### config.mk
export PLATFORM = sky130hd
export DESIGN_NAME = wdt_ivt
export DESIGN_NICKNAME = d
export VERILOG_FILES = /design/src/rtl/wdt_pkg.sv /design/src/rtl/wdt_ctrl_reg.sv /design/src/rtl/wdt_counter.sv /design/src/rtl/wdt_pin.sv /design/src/rtl/wdt_ivt.sv
export SDC_FILE = /design/constraint.sdc
export NUM_CORES = 1
export LEC_CHECK = 0
export BUFFER_PORTS_ARGS = -buffer_cell sky130_fd_sc_hd__buf_2
export CAP_MARGIN = 40
export CORE_MARGIN = 10
export CORE_UTILIZATION = 35
export CTS_CLUSTER_SIZE = 8
export DETAILED_ROUTE_END_ITERATION = 7
export HOLD_SLACK_MARGIN = 0.03
export SLEW_MARGIN = 20
export SYNTH_ARGS = -nofsm -noshare
export SYNTH_HDL_FRONTEND = slang
export SYNTH_SLANG_ARGS = --single-unit
### constraint.sdc
create_clock -name clk -period 3.15 [get_ports clk]
set_input_delay 0.315 -clock clk [delete_from_list [all_inputs] [get_ports clk]]
set_output_delay 0.315 -clock clk [all_outputs]
set_load 0.05 [all_outputs]
### src/rtl/wdt_pkg.sv
// Shared types and helpers for the keyed watchdog / interval timer.
// Assumes the control byte layout listed in the brief (bit positions fixed).
package wdt_pkg;

    typedef struct packed {
        logic       hold;       // bit7: freeze count
        logic       edge_fall;  // bit6: 1 = falling edge NMI
        logic       nmi_mode;   // bit5: 1 = pin acts as NMI
        logic       ivl_mode;   // bit4: 1 = interval timer
        logic       clr;        // bit3: count clear (never stored as 1)
        logic       aux_sel;    // bit2: 1 = auxiliary enable
        logic [1:0] ivl_sel;    // bits1:0: period select
    } wdt_ctrl_t;

    // Count bit whose rise marks expiry for a given period select.
    function automatic int tap_bit(input int w, input int s);
        case (s)
            0:       return w - 1;
            1:       return w - 3;
            2:       return w - 7;
            default: return w - 10;
        endcase
    endfunction

endpackage

### src/rtl/wdt_ctrl_reg.sv
// Keyed control register. Loads the low byte only when the upper byte
// matches KEY; flags a key violation otherwise. Assumes single-cycle writes.
module wdt_ctrl_reg #(
    parameter logic [7:0] KEY = 8'h5A
) (
    input  logic              clk,
    input  logic              rst_n,
    input  logic              wr_en,
    input  logic [15:0]       wdata,
    output wdt_pkg::wdt_ctrl_t ctrl_q,
    output logic              clr_pulse,
    output logic              key_bad
);
    import wdt_pkg::*;

    logic key_ok;
    wdt_ctrl_t nxt;

    // Decode key match and the self-clearing clear request.
    always_comb begin
        key_ok    = (wdata[15:8] == KEY);
        key_bad   = wr_en && !key_ok;
        clr_pulse = wr_en && key_ok && wdata[3];
        nxt       = wdt_ctrl_t'(wdata[7:0]);
        nxt.clr   = 1'b0;
    end

    // Hold the control byte; load on keyed writes only.
    always_ff @(posedge clk) begin
        if (!rst_n)
            ctrl_q <= '0;
        else if (wr_en && key_ok)
            ctrl_q <= nxt;
    end

    a_r2_bad_key_keeps: assert property (@(posedge clk) disable iff (!rst_n)
        key_bad |=> $stable(ctrl_q));

endmodule

### src/rtl/wdt_counter.sv
// Free-running count with selectable enable, hold, clear and tap-based
// expiry. The count restarts at zero on expiry so each period is exact.
// Assumes CNT_W >= 10 so every tap exists.
module wdt_counter #(
    parameter int CNT_W = 16
) (
    input  logic             clk,
    input  logic             rst_n,
    input  logic             tick_fast,
    input  logic             tick_aux,
    input  logic             aux_sel,
    input  logic             hold,
    input  logic             clr,
    input  logic [1:0]       ivl_sel,
    output logic [CNT_W-1:0] cnt_q,
    output logic             expire
);
    localparam int NSEL = 4;

    logic             adv;
    logic [CNT_W-1:0] nxt;
    logic [NSEL-1:0]  rise;

    // Pick the enable and form the incremented count.
    always_comb begin
        adv = (aux_sel ? tick_aux : tick_fast) && !hold;
        nxt = cnt_q + 1'b1;
    end

    // One rising-edge detector per selectable tap.
    for (genvar g = 0; g < NSEL; g++) begin : g_tap
        localparam int TB = wdt_pkg::tap_bit(CNT_W, g);
        assign rise[g] = nxt[TB] && !cnt_q[TB];
    end

    assign expire = adv && rise[ivl_sel] && !clr;

    // Count register: clear beats expiry, expiry beats advance.
    always_ff @(posedge clk) begin
        if (!rst_n)
            cnt_q <= '0;
        else if (clr || expire)
            cnt_q <= '0;
        else if (adv)
            cnt_q <= nxt;
    end

    a_r4_hold_freeze: assert property (@(posedge clk) disable iff (!rst_n)
        (hold && !clr) |=> $stable(cnt_q));
    a_r6_restart: assert property (@(posedge clk) disable iff (!rst_n)
        expire |=> (cnt_q == '0));

endmodule

### src/rtl/wdt_pin.sv
// External pin handling: level reset request or edge-selected NMI.
// The edge select is folded into the sampled level, so flipping it can
// itself look like an edge. Assumes ext_pin is already synchronous.
module wdt_pin (
    input  logic clk,
    input  logic rst_n,
    input  logic ext_pin,
    input  logic nmi_mode,
    input  logic edge_fall,
    input  logic nmi_ie,
    output logic pin_rst_o,
    output logic nmi_o
);
    logic lvl;
    logic lvl_q;

    assign lvl = ext_pin ^ edge_fall;

    // Track the folded level and register both pin outputs.
    always_ff @(posedge clk) begin
        if (!rst_n) begin
            lvl_q     <= 1'b1;
            pin_rst_o <= 1'b0;
            nmi_o     <= 1'b0;
        end else begin
            lvl_q     <= lvl;
            pin_rst_o <= !nmi_mode && !ext_pin;
            nmi_o     <= nmi_mode && nmi_ie && lvl && !lvl_q;
        end
    end

    a_r9_no_rst_in_nmi: assert property (@(posedge clk) disable iff (!rst_n)
        nmi_mode |=> !pin_rst_o);
    a_r10_nmi_needs_mode: assert property (@(posedge clk) disable iff (!rst_n)
        !nmi_mode |=> !nmi_o);
    a_r11_ie_gate: assert property (@(posedge clk) disable iff (!rst_n)
        !nmi_ie |=> !nmi_o);

endmodule

### src/rtl/wdt_ivt.sv
// Top of the keyed watchdog / interval timer. Joins the control register,
// counter and pin logic, and owns the interval flag and reset pulse.
// Assumes one bus write per cycle and synchronous clock enables.
module wdt_ivt #(
    parameter int         CNT_W = 16,
    parameter logic [7:0] KEY   = 8'h5A
) (
    input  logic             clk,
    input  logic             rst_n,
    input  logic             bus_we,
    input  logic             bus_sel,
    input  logic [15:0]      bus_wdata,
    input  logic             tick_fast,
    input  logic             tick_aux,
    input  logic             ext_pin,
    input  logic             nmi_ie,
    output logic [7:0]       ctrl_o,
    output logic [CNT_W-1:0] count_o,
    output logic             ivl_flag_o,
    output logic             wdt_rst_o,
    output logic             pin_rst_o,
    output logic             nmi_o
);
    import wdt_pkg::*;

    wdt_ctrl_t ctrl;
    logic      clr_pulse;
    logic      key_bad;
    logic      expire;
    logic      flag_clr;

    wdt_ctrl_reg #(.KEY(KEY)) u_ctrl (
        .clk      (clk),
        .rst_n    (rst_n),
        .wr_en    (bus_we && !bus_sel),
        .wdata    (bus_wdata),
        .ctrl_q   (ctrl),
        .clr_pulse(clr_pulse),
        .key_bad  (key_bad)
    );

    wdt_counter #(.CNT_W(CNT_W)) u_cnt (
        .clk      (clk),
        .rst_n    (rst_n),
        .tick_fast(tick_fast),
        .tick_aux (tick_aux),
        .aux_sel  (ctrl.aux_sel),
        .hold     (ctrl.hold),
        .clr      (clr_pulse),
        .ivl_sel  (ctrl.ivl_sel),
        .cnt_q    (count_o),
        .expire   (expire)
    );

    wdt_pin u_pin (
        .clk      (clk),
        .rst_n    (rst_n),
        .ext_pin  (ext_pin),
        .nmi_mode (ctrl.nmi_mode),
        .edge_fall(ctrl.edge_fall),
        .nmi_ie   (nmi_ie),
        .pin_rst_o(pin_rst_o),
        .nmi_o    (nmi_o)
    );

    assign ctrl_o   = ctrl;
    assign flag_clr = bus_we && bus_sel && bus_wdata[0];

    // Reset pulse on watchdog expiry or key violation; sticky interval flag.
    always_ff @(posedge clk) begin
        if (!rst_n) begin
            wdt_rst_o  <= 1'b0;
            ivl_flag_o <= 1'b0;
        end else begin
            wdt_rst_o <= key_bad || (expire && !ctrl.ivl_mode);
            if (expire && ctrl.ivl_mode)
                ivl_flag_o <= 1'b1;
            else if (flag_clr)
                ivl_flag_o <= 1'b0;
        end
    end

    a_r3_clear_zero: assert property (@(posedge clk) disable iff (!rst_n)
        clr_pulse |=> (count_o == '0));
    a_r7_ivl_no_rst: assert property (@(posedge clk) disable iff (!rst_n)
        (expire && ctrl.ivl_mode && !key_bad) |=> !wdt_rst_o);
    a_r8_flag_sticky: assert property (@(posedge clk) disable iff (!rst_n)
        (ivl_flag_o && !flag_clr) |=> ivl_flag_o);
    a_r12_ctrl_clr_zero: assert property (@(posedge clk) disable iff (!rst_n)
        !ctrl_o[3]);

endmodule

# ---- Yosys cells after proc, flatten, opt, wreduce, memory -nomap -nowiden
# Index checks and enable logic that the tools add are counted.
dict set report classes {
  eq_ne 1
  n_mux 5
  bitwise_logic 2
  n_reduce_logical 35
  magnitude_cmp 1
  addsub 1
}
# operator n
set ops {}
lappend ops {{logical AND 1 bit} 19}
lappend ops {{adder 16 x 1 -> 16 bit, second input constant} 1}
lappend ops {{logical NOT 1 bit} 12}
lappend ops {{equality test 8 x 7 -> 1 bit, second input constant} 1}
lappend ops {{2-to-1 mux 1 bit} 4}
lappend ops {{< comparator 2 x 3 -> 1 bit, second input constant} 1}
lappend ops {{binary-select mux 1 bit (select 2 bit)} 1}
lappend ops {{logical OR 1 bit} 2}
lappend ops {{nonzero test 2 bit} 1}
lappend ops {{OR reduction 2 bit} 1}
lappend ops {{inverter 1 bit} 1}
lappend ops {{bitwise XOR 1 bit} 1}
dict set report totals {
  inputBits 24
  output_inout_bits 28
  register_bits 28
}

# ---- Depth between registers and ports, before layout
# Gate-level depths: netlist of run 1.
dict set report depth {
  depth_word 8
  mapped_depth 9
  depth_no_buf 8
}

# ---- Modules after synthesis
# Synthesis of run 1 repeated with hierarchy kept, for this count alone.
dict set report unflattened {
  cells_unflattened 153
  area_unflattened_um2 1396.3
}
# mod cells_each instances area_each_um2
set by_module_without_submodules {}
lappend by_module_without_submodules {wdt_counter 99 1 880.8}
lappend by_module_without_submodules {wdt_ctrl_reg 37 1 339.1}
lappend by_module_without_submodules {wdt_pin 8 1 92.6}
lappend by_module_without_submodules {wdt_ivt 9 1 83.8}

# ---- Least setup slack after synthesis of run 1
# OpenSTA, ideal clock, no wires.
dict set report synth_path {
  path_type {register to register}
  from {register u_cnt.cnt_q[0]}
  to {register u_cnt.cnt_q[8]}
  setup_ps 66
  stages_incl_launch_ff 9
  setup_slack_ps 257
  arrival_time_ps 2827
  path_cell_list {dfxtp_1 ha_1 and3_1 and3_1 ha_1 mux4_2 or3_4 or4_4 a21oi_2}
}
dict set report synth_via {
  elab_chain_len 8
}
# element line
set synth_rtl {}
lappend synth_rtl {{start, declared} wdt_counter.sv:15} ;# output logic [CNT_W-1:0] cnt_q,
lappend synth_rtl {{start signal, assigned} wdt_counter.sv:45} ;# cnt_q <= nxt;
lappend synth_rtl {{adder 16 x 1 -> 16 bit *} wdt_counter.sv:27} ;# nxt = cnt_q + 1'b1;
lappend synth_rtl {{logical AND 1 bit} wdt_counter.sv:33} ;# assign rise[g] = nxt[TB] && !cnt_q[TB];
lappend synth_rtl {{binary-select mux 1 bit (select 2 bit)} wdt_counter.sv:36} ;# assign expire = adv && rise[ivl_sel] && !clr;
lappend synth_rtl {{2-to-1 mux 1 bit (not written as such)} wdt_counter.sv:36}
lappend synth_rtl {{logical AND 1 bit (2 in a row)} wdt_counter.sv:36}
lappend synth_rtl {{logical OR 1 bit} wdt_counter.sv:42} ;# else if (clr || expire)
lappend synth_rtl {{OR reduction 2 bit (no line)} --}
# Mark *: on every way between the ends. The rest lies on a longest branch, timed or not. The select of a mux whose other input is x is not followed.
# A chain may end at the register's enable or synchronous reset.

# ---- Final worst setup path of run 1
# Ends and elaborated chain as after synthesis.

==> metrics.txt, run 1 <==
WL per Instance=15.2 um; Buffers on Ports=50; core area=0.00400 mm^2; CTS buffer count=3; synthesized area=0.00144 mm^2; share of cells above drive strength 1=29.2%; area of the multi-input gates=796 um^2; First-pass DRT Iterations=4; Starting Density=36.0%; CP endpoint kind=flop; crit path time final=2.76 ns; initial DRC count=107; DP Wirelength=3.06 mm; hold_sp=ext_pin; setup_tns=0 ns; crit path kind=flop to flop; RSZ-0062 raised after global routing=no; Final nets=242; Mapped Nets=194; Crit. Startpoint=u_cnt.cnt_q[0]; final setup vio count=0; fin crit share=87.7%; Post-DRT Antenna Nets=0; all-layer global routing usage=10.7%; Worst VDD drop=0.279 mV; post-route cell area=0.00179 mm^2; most area-hungry cell type in the Yosys netlist=dfxtp_1; placement row count=23; DR top layer=met4; Slew @ Worst Pin=0.543 ns; Remaining Overflow, GRT=0; global placement routability congestion=0.828; FF+latch area=561 um^2; Min-Delay Path Class=input port to flop; final hold violation count=0; clock latency on the worst-skew pair=0.28 ns; startpoint types=flop; clk sink count=28; share of the synthesized area in the top cell type=38.9%; Area after DPL=0.00171 mm^2; Inst Count DP=258; status=finished, final reports clean; Mean Syn Cell Area=8.73 um^2; first-pass GRT wire length=6.56 mm; Area growth, synth to finish=24.0%; hold_buf cts=0; number of remaining DRC errors=0; Slew HR=63.7%; Post-synth ARST share=0%; fill cell count=406; Data arrival, critical path=2.98 ns; post-synthesis sequential area ratio=38.9%; ys flop type=dfxtp_1; Max FO, Critical Path=6; largest net degree at the start of global routing=19; top-count cell post-synth=dfxtp_1; Die W=84.1 um; WHS=0.208 ns; Resize count post-CTS=0; Lkg Pwr=0.793 nW; Post-synth EDFFs=0; Diodes inserted=0; DR WL met2=1.72 mm; H-tree depth=1; wire length on met1=1.84 mm; clk root buf=clkbuf_8; Post-CTS Setup Inserts=0; pre-CTS worst setup slack=0.423 ns; number of distinct library cells after synthesis=40; CTS tree=done; worst reg2reg startpoint=u_cnt.cnt_q[0]; Commonest cells post-synth=dfxtp_1, nor2_1, a21oi_1, nand2_1, o21ai_0; Mapped Cells=165; non-filler cells, final=262; initial antenna violation count=0; IO Pins=52; die height=84.1 um; CTS max path bufs=2; Worst Slack Setup Final=0.388 ns; Max Slew Vio Count=0; drt total wl=3.98 mm; WL met3=401 um; Max Freq=0.362 GHz; Pwr Density=400 mW/mm^2; vias per cell=5.22; number of synthesized register bits=28; Die ar.=0.00708 mm^2; Area contributors post-synth=dfxtp_1, mux2i_1, a21oi_1, ha_1, nor2_1; clock transition at the registers of the reported paths=0.10 ns; vias in the first global route=1400; total number of vias=1367; Syn. warnings=0; clk_skew=0.00248 ns; # Max-Cap Violations=0; CP Data Required Time=3.37 ns
-- cells by family after synthesis --
| family | after synthesis | synth area share [%] |
|---|---|---|
| AOI/OAI and AO/OA | 35 | 15.5 |
| xor gates and xnor gates | 1 | 0.608 |
| adders and majority gates | 5 | 4.34 |
| buffers and inverters | 17 | 5.82 |
| DFF | 28 | 38.9 |
| muxes | 10 | 7.91 |
| other | 1 | 0.260 |
| and+or+nand+nor | 68 | 26.7 |
-- flip-flops by register name (all words and copies together), names as in the netlist --
signal	cells
u_pin.nmi_o	1
u_ctrl.ctrl_q	7
u_pin.pin_rst_o	1
wdt_rst_o	1
u_cnt.cnt_q	16
ivl_flag_o	1
u_pin.lvl_q	1
-- layout by cell type, fill, tap and decap left out, drive strengths merged, types with 2 or more instances in the layout --
cell / Yosys / layout
buf: 6 / 52
ha: 5 / 5
mux2i: 8 / 8
nor3: 3 / 3
nor2b: 2 / 2
and3: 6 / 6
clkbuf: 3 / 3
nand4: 2 / 2
nor4bb: 2 / 2
nand3: 5 / 5
dfxtp: 28 / 28
or4bb: 2 / 2
inv: 7 / 7
or4: 5 / 5
o31ai: 3 / 3
o21ai: 9 / 9
nor2: 16 / 16
or3: 7 / 7
a21oi: 14 / 14
a32o: 4 / 4
nand2: 13 / 13
-- metal layers --
metal	vias to the layer above	global-route usage [%]
li1	696	-
met1	622	13.1
met2	47	16.5
met3	2	5.70
met4	0	1.83
met5	-	0
-- per-stage QoR --
step,power (mW),utilization (%)
finish,0.714,44.6
CTS,0.722,44.6
global route,0.740,44.6
floorplan,0.407,-
global placement,0.432,42.9
detailed placement,0.433,42.9
-- where the power goes --
| part | switching [mW] | internal [mW] | total [mW] |
|---|---|---|---|
| clock network | 0.119 | 0.170 | 0.289 |
| registers | 0.00310 | 0.358 | 0.361 |
| logic | 0.0402 | 0.0238 | 0.0640 |
-- cell type report --
cell class                      instances  share of cell area [%]
Clock buffer                            3                    2.31
Sequential cell                        28                    31.4
Clock inverter                          1                    1.68
Inverter                                8                    1.68
Multi-Input combinational cell        120                    44.6
Timing Repair Buffer                   52                    14.9
Tap cell                               50                    3.50
-- worst max-delay path, cell delays in order (launching register included) --
cell and delay (ns):
dfxtp_1 0.35, ha_1 0.27, and3_1 0.23, and3_1 0.19
ha_1 0.17, mux4_2 0.48, or3_4 0.38, or4_4 0.49
a21oi_2 0.14
-- final timing paths --
check                          to  slack, ns  cells past startpoint
setup / recovery   u_cnt.cnt_q[8]       0.39                      8
hold / removal    u_pin.pin_rst_o       0.21                      2
setup reg to reg   u_cnt.cnt_q[8]       0.39                      8
hold reg to reg        ivl_flag_o       0.47                      2
Note: power is estimated with default switching activity, not from simulation.
==> inputs of run 2 (changes only) <==
- REMOVE_ABC_BUFFERS: default -> 1
==> run 2 against run 1 <==
Compared with the run above:
- critical path depth stayed put
- design area is the same
- final cell count is the same
- routed wire length decreased by 2.3%
- clock power shrank 2%
- via count rose by 2.3%
- combinational power hardly changed
- die area did not move
- core utilization stayed put
- sequential cell count unchanged
- first-iteration DRC count rose by 44%
- critical path type unchanged
==> metrics.txt, run 2 (synthesis results as in run 1) <==
status=finished, final reports clean; Max FO, Critical Path=6; Die W=84.1 um; FF-to-FF path depth=8; Max Freq=0.362 GHz; # Max-Cap Violations=0; number of remaining DRC errors=0; initial antenna violation count=0; CP Data Required Time=3.37 ns; DP Wirelength=3.05 mm; CTS buffer count=3; initial DRC count=154; placement row count=23; First-pass DRT Iterations=4; Die ar.=0.00708 mm^2; startpoint types=flop; clk sink count=28; Inst Count DP=258; Buffers on Ports=50; clock latency on the worst-skew pair=0.27 ns; fin crit share=87.8%; all-layer global routing usage=10.7%; drt total wl=3.89 mm; vias in the first global route=1392; vias per cell=5.34; Min-Delay Path Class=input port to flop; pre-CTS worst setup slack=0.428 ns; hold_buf cts=0; final setup vio count=0; Starting Density=36.0%; Crit. Startpoint=u_cnt.cnt_q[0]; WHS=0.212 ns; Final nets=242; worst setup path endpoint=u_cnt.cnt_q[8]; CTS tree=done; number of flip-flops in the largest register=16; most common cell after layout, fill and taps aside=buf_2; IO Pins=52; H-tree depth=1; crit path time final=2.77 ns; Regs by FF count=u_cnt.cnt_q (16), u_ctrl.ctrl_q (7); Max Slew Vio Count=0; Lkg Pwr=0.793 nW; Pwr Density=397 mW/mm^2; Resize count post-CTS=0; Diodes inserted=0; core area=0.00400 mm^2; Worst VDD drop=0.359 mV; largest net degree at the start of global routing=19; Area growth, synth to finish=24.0%; R2R Setup Slk=0.38 ns; setup_tns=0 ns; global placement routability congestion=0.792; Post-CTS Setup Inserts=0; Worst Slack Setup Final=0.384 ns; commonest non-fill, non-tap cells in the layout=buf_2, dfxtp_1, nor2_1, nand2_1, a21oi_1; WL per Instance=14.9 um; share of cells above drive strength 1=29.2%; worst reg2reg startpoint=u_cnt.cnt_q[0]; clk root buf=clkbuf_8; total number of vias=1398; Post-DRT Antenna Nets=0; Most flops, register=u_cnt.cnt_q; CTS max path bufs=2; CP endpoint kind=flop; clk_skew=0.00167 ns; worst r2r dst=u_cnt.cnt_q[8]; final hold violation count=0; first-pass GRT wire length=6.57 mm; die height=84.1 um; RSZ-0062 raised after global routing=no; Layout Utilization=44.6%; non-filler cells, final=262; Data arrival, critical path=2.98 ns; Remaining Overflow, GRT=0; crit path kind=flop to flop; clock transition at the registers of the reported paths=0.10 ns
## run 2: worst min path at each step
stage	start	end	cells after the start
6_report	ext_pin	u_pin.pin_rst_o	2
5_1_grt	ext_pin	u_pin.pin_rst_o	2
4_1_cts	ext_pin	u_pin.pin_rst_o	2
3_5_place_dp	ivl_flag_o	ivl_flag_o	2
3_3_place_gp	ivl_flag_o	ivl_flag_o	2
2_1_floorplan	rst_n	u_pin.lvl_q	1
## run 2: worst max-delay path: stages (launching register included)
cell and delay, ns:
dfxtp_1 0.35, ha_1 0.28, and3_1 0.23, and3_1 0.19
ha_1 0.17, mux4_2 0.48, or3_4 0.38, or4_4 0.49
a21oi_2 0.13
## run 2: per-layer routing
metal,share of wire [%],wire length (um),global-route usage [%]
met1,46,1780,12.9
met2,45,1750,17.4
met3,8.8,343,5.12
met4,0.54,21,1.37
met5,0,0,0
## run 2: report_power, final
group | switching, mW | total, mW | internal (mW) | leakage (nW)
clock network | 0.114 | 0.284 | 0.170 | 0.0357
logic | 0.0402 | 0.0639 | 0.0237 | 0.531
registers | 0.00295 | 0.361 | 0.358 | 0.227
total | 0.157 | 0.709 | 0.551 | 0.793
## run 2: final cells by class
cell class              count  area (um^2)
flip-flops and latches     28          561
inverters                   8         30.0
multi-input cells         120          796
repair buffers             52          265
clock buffers               3         41.3
fillers                   413         2210
well taps                  50         62.6
clock inverters             1         30.0
## run 2: metrics by stage
| step | instance area, um^2 | total power, mW |
|---|---|---|
| 2_1_floorplan | 1390 | 0.405 |
| 3_3_place_gp | 1710 | 0.433 |
| 3_5_place_dp | 1710 | 0.433 |
| 4_1_cts | 1790 | 0.720 |
| 5_1_grt | 1790 | 0.741 |
| 6_report | 1790 | 0.709 |
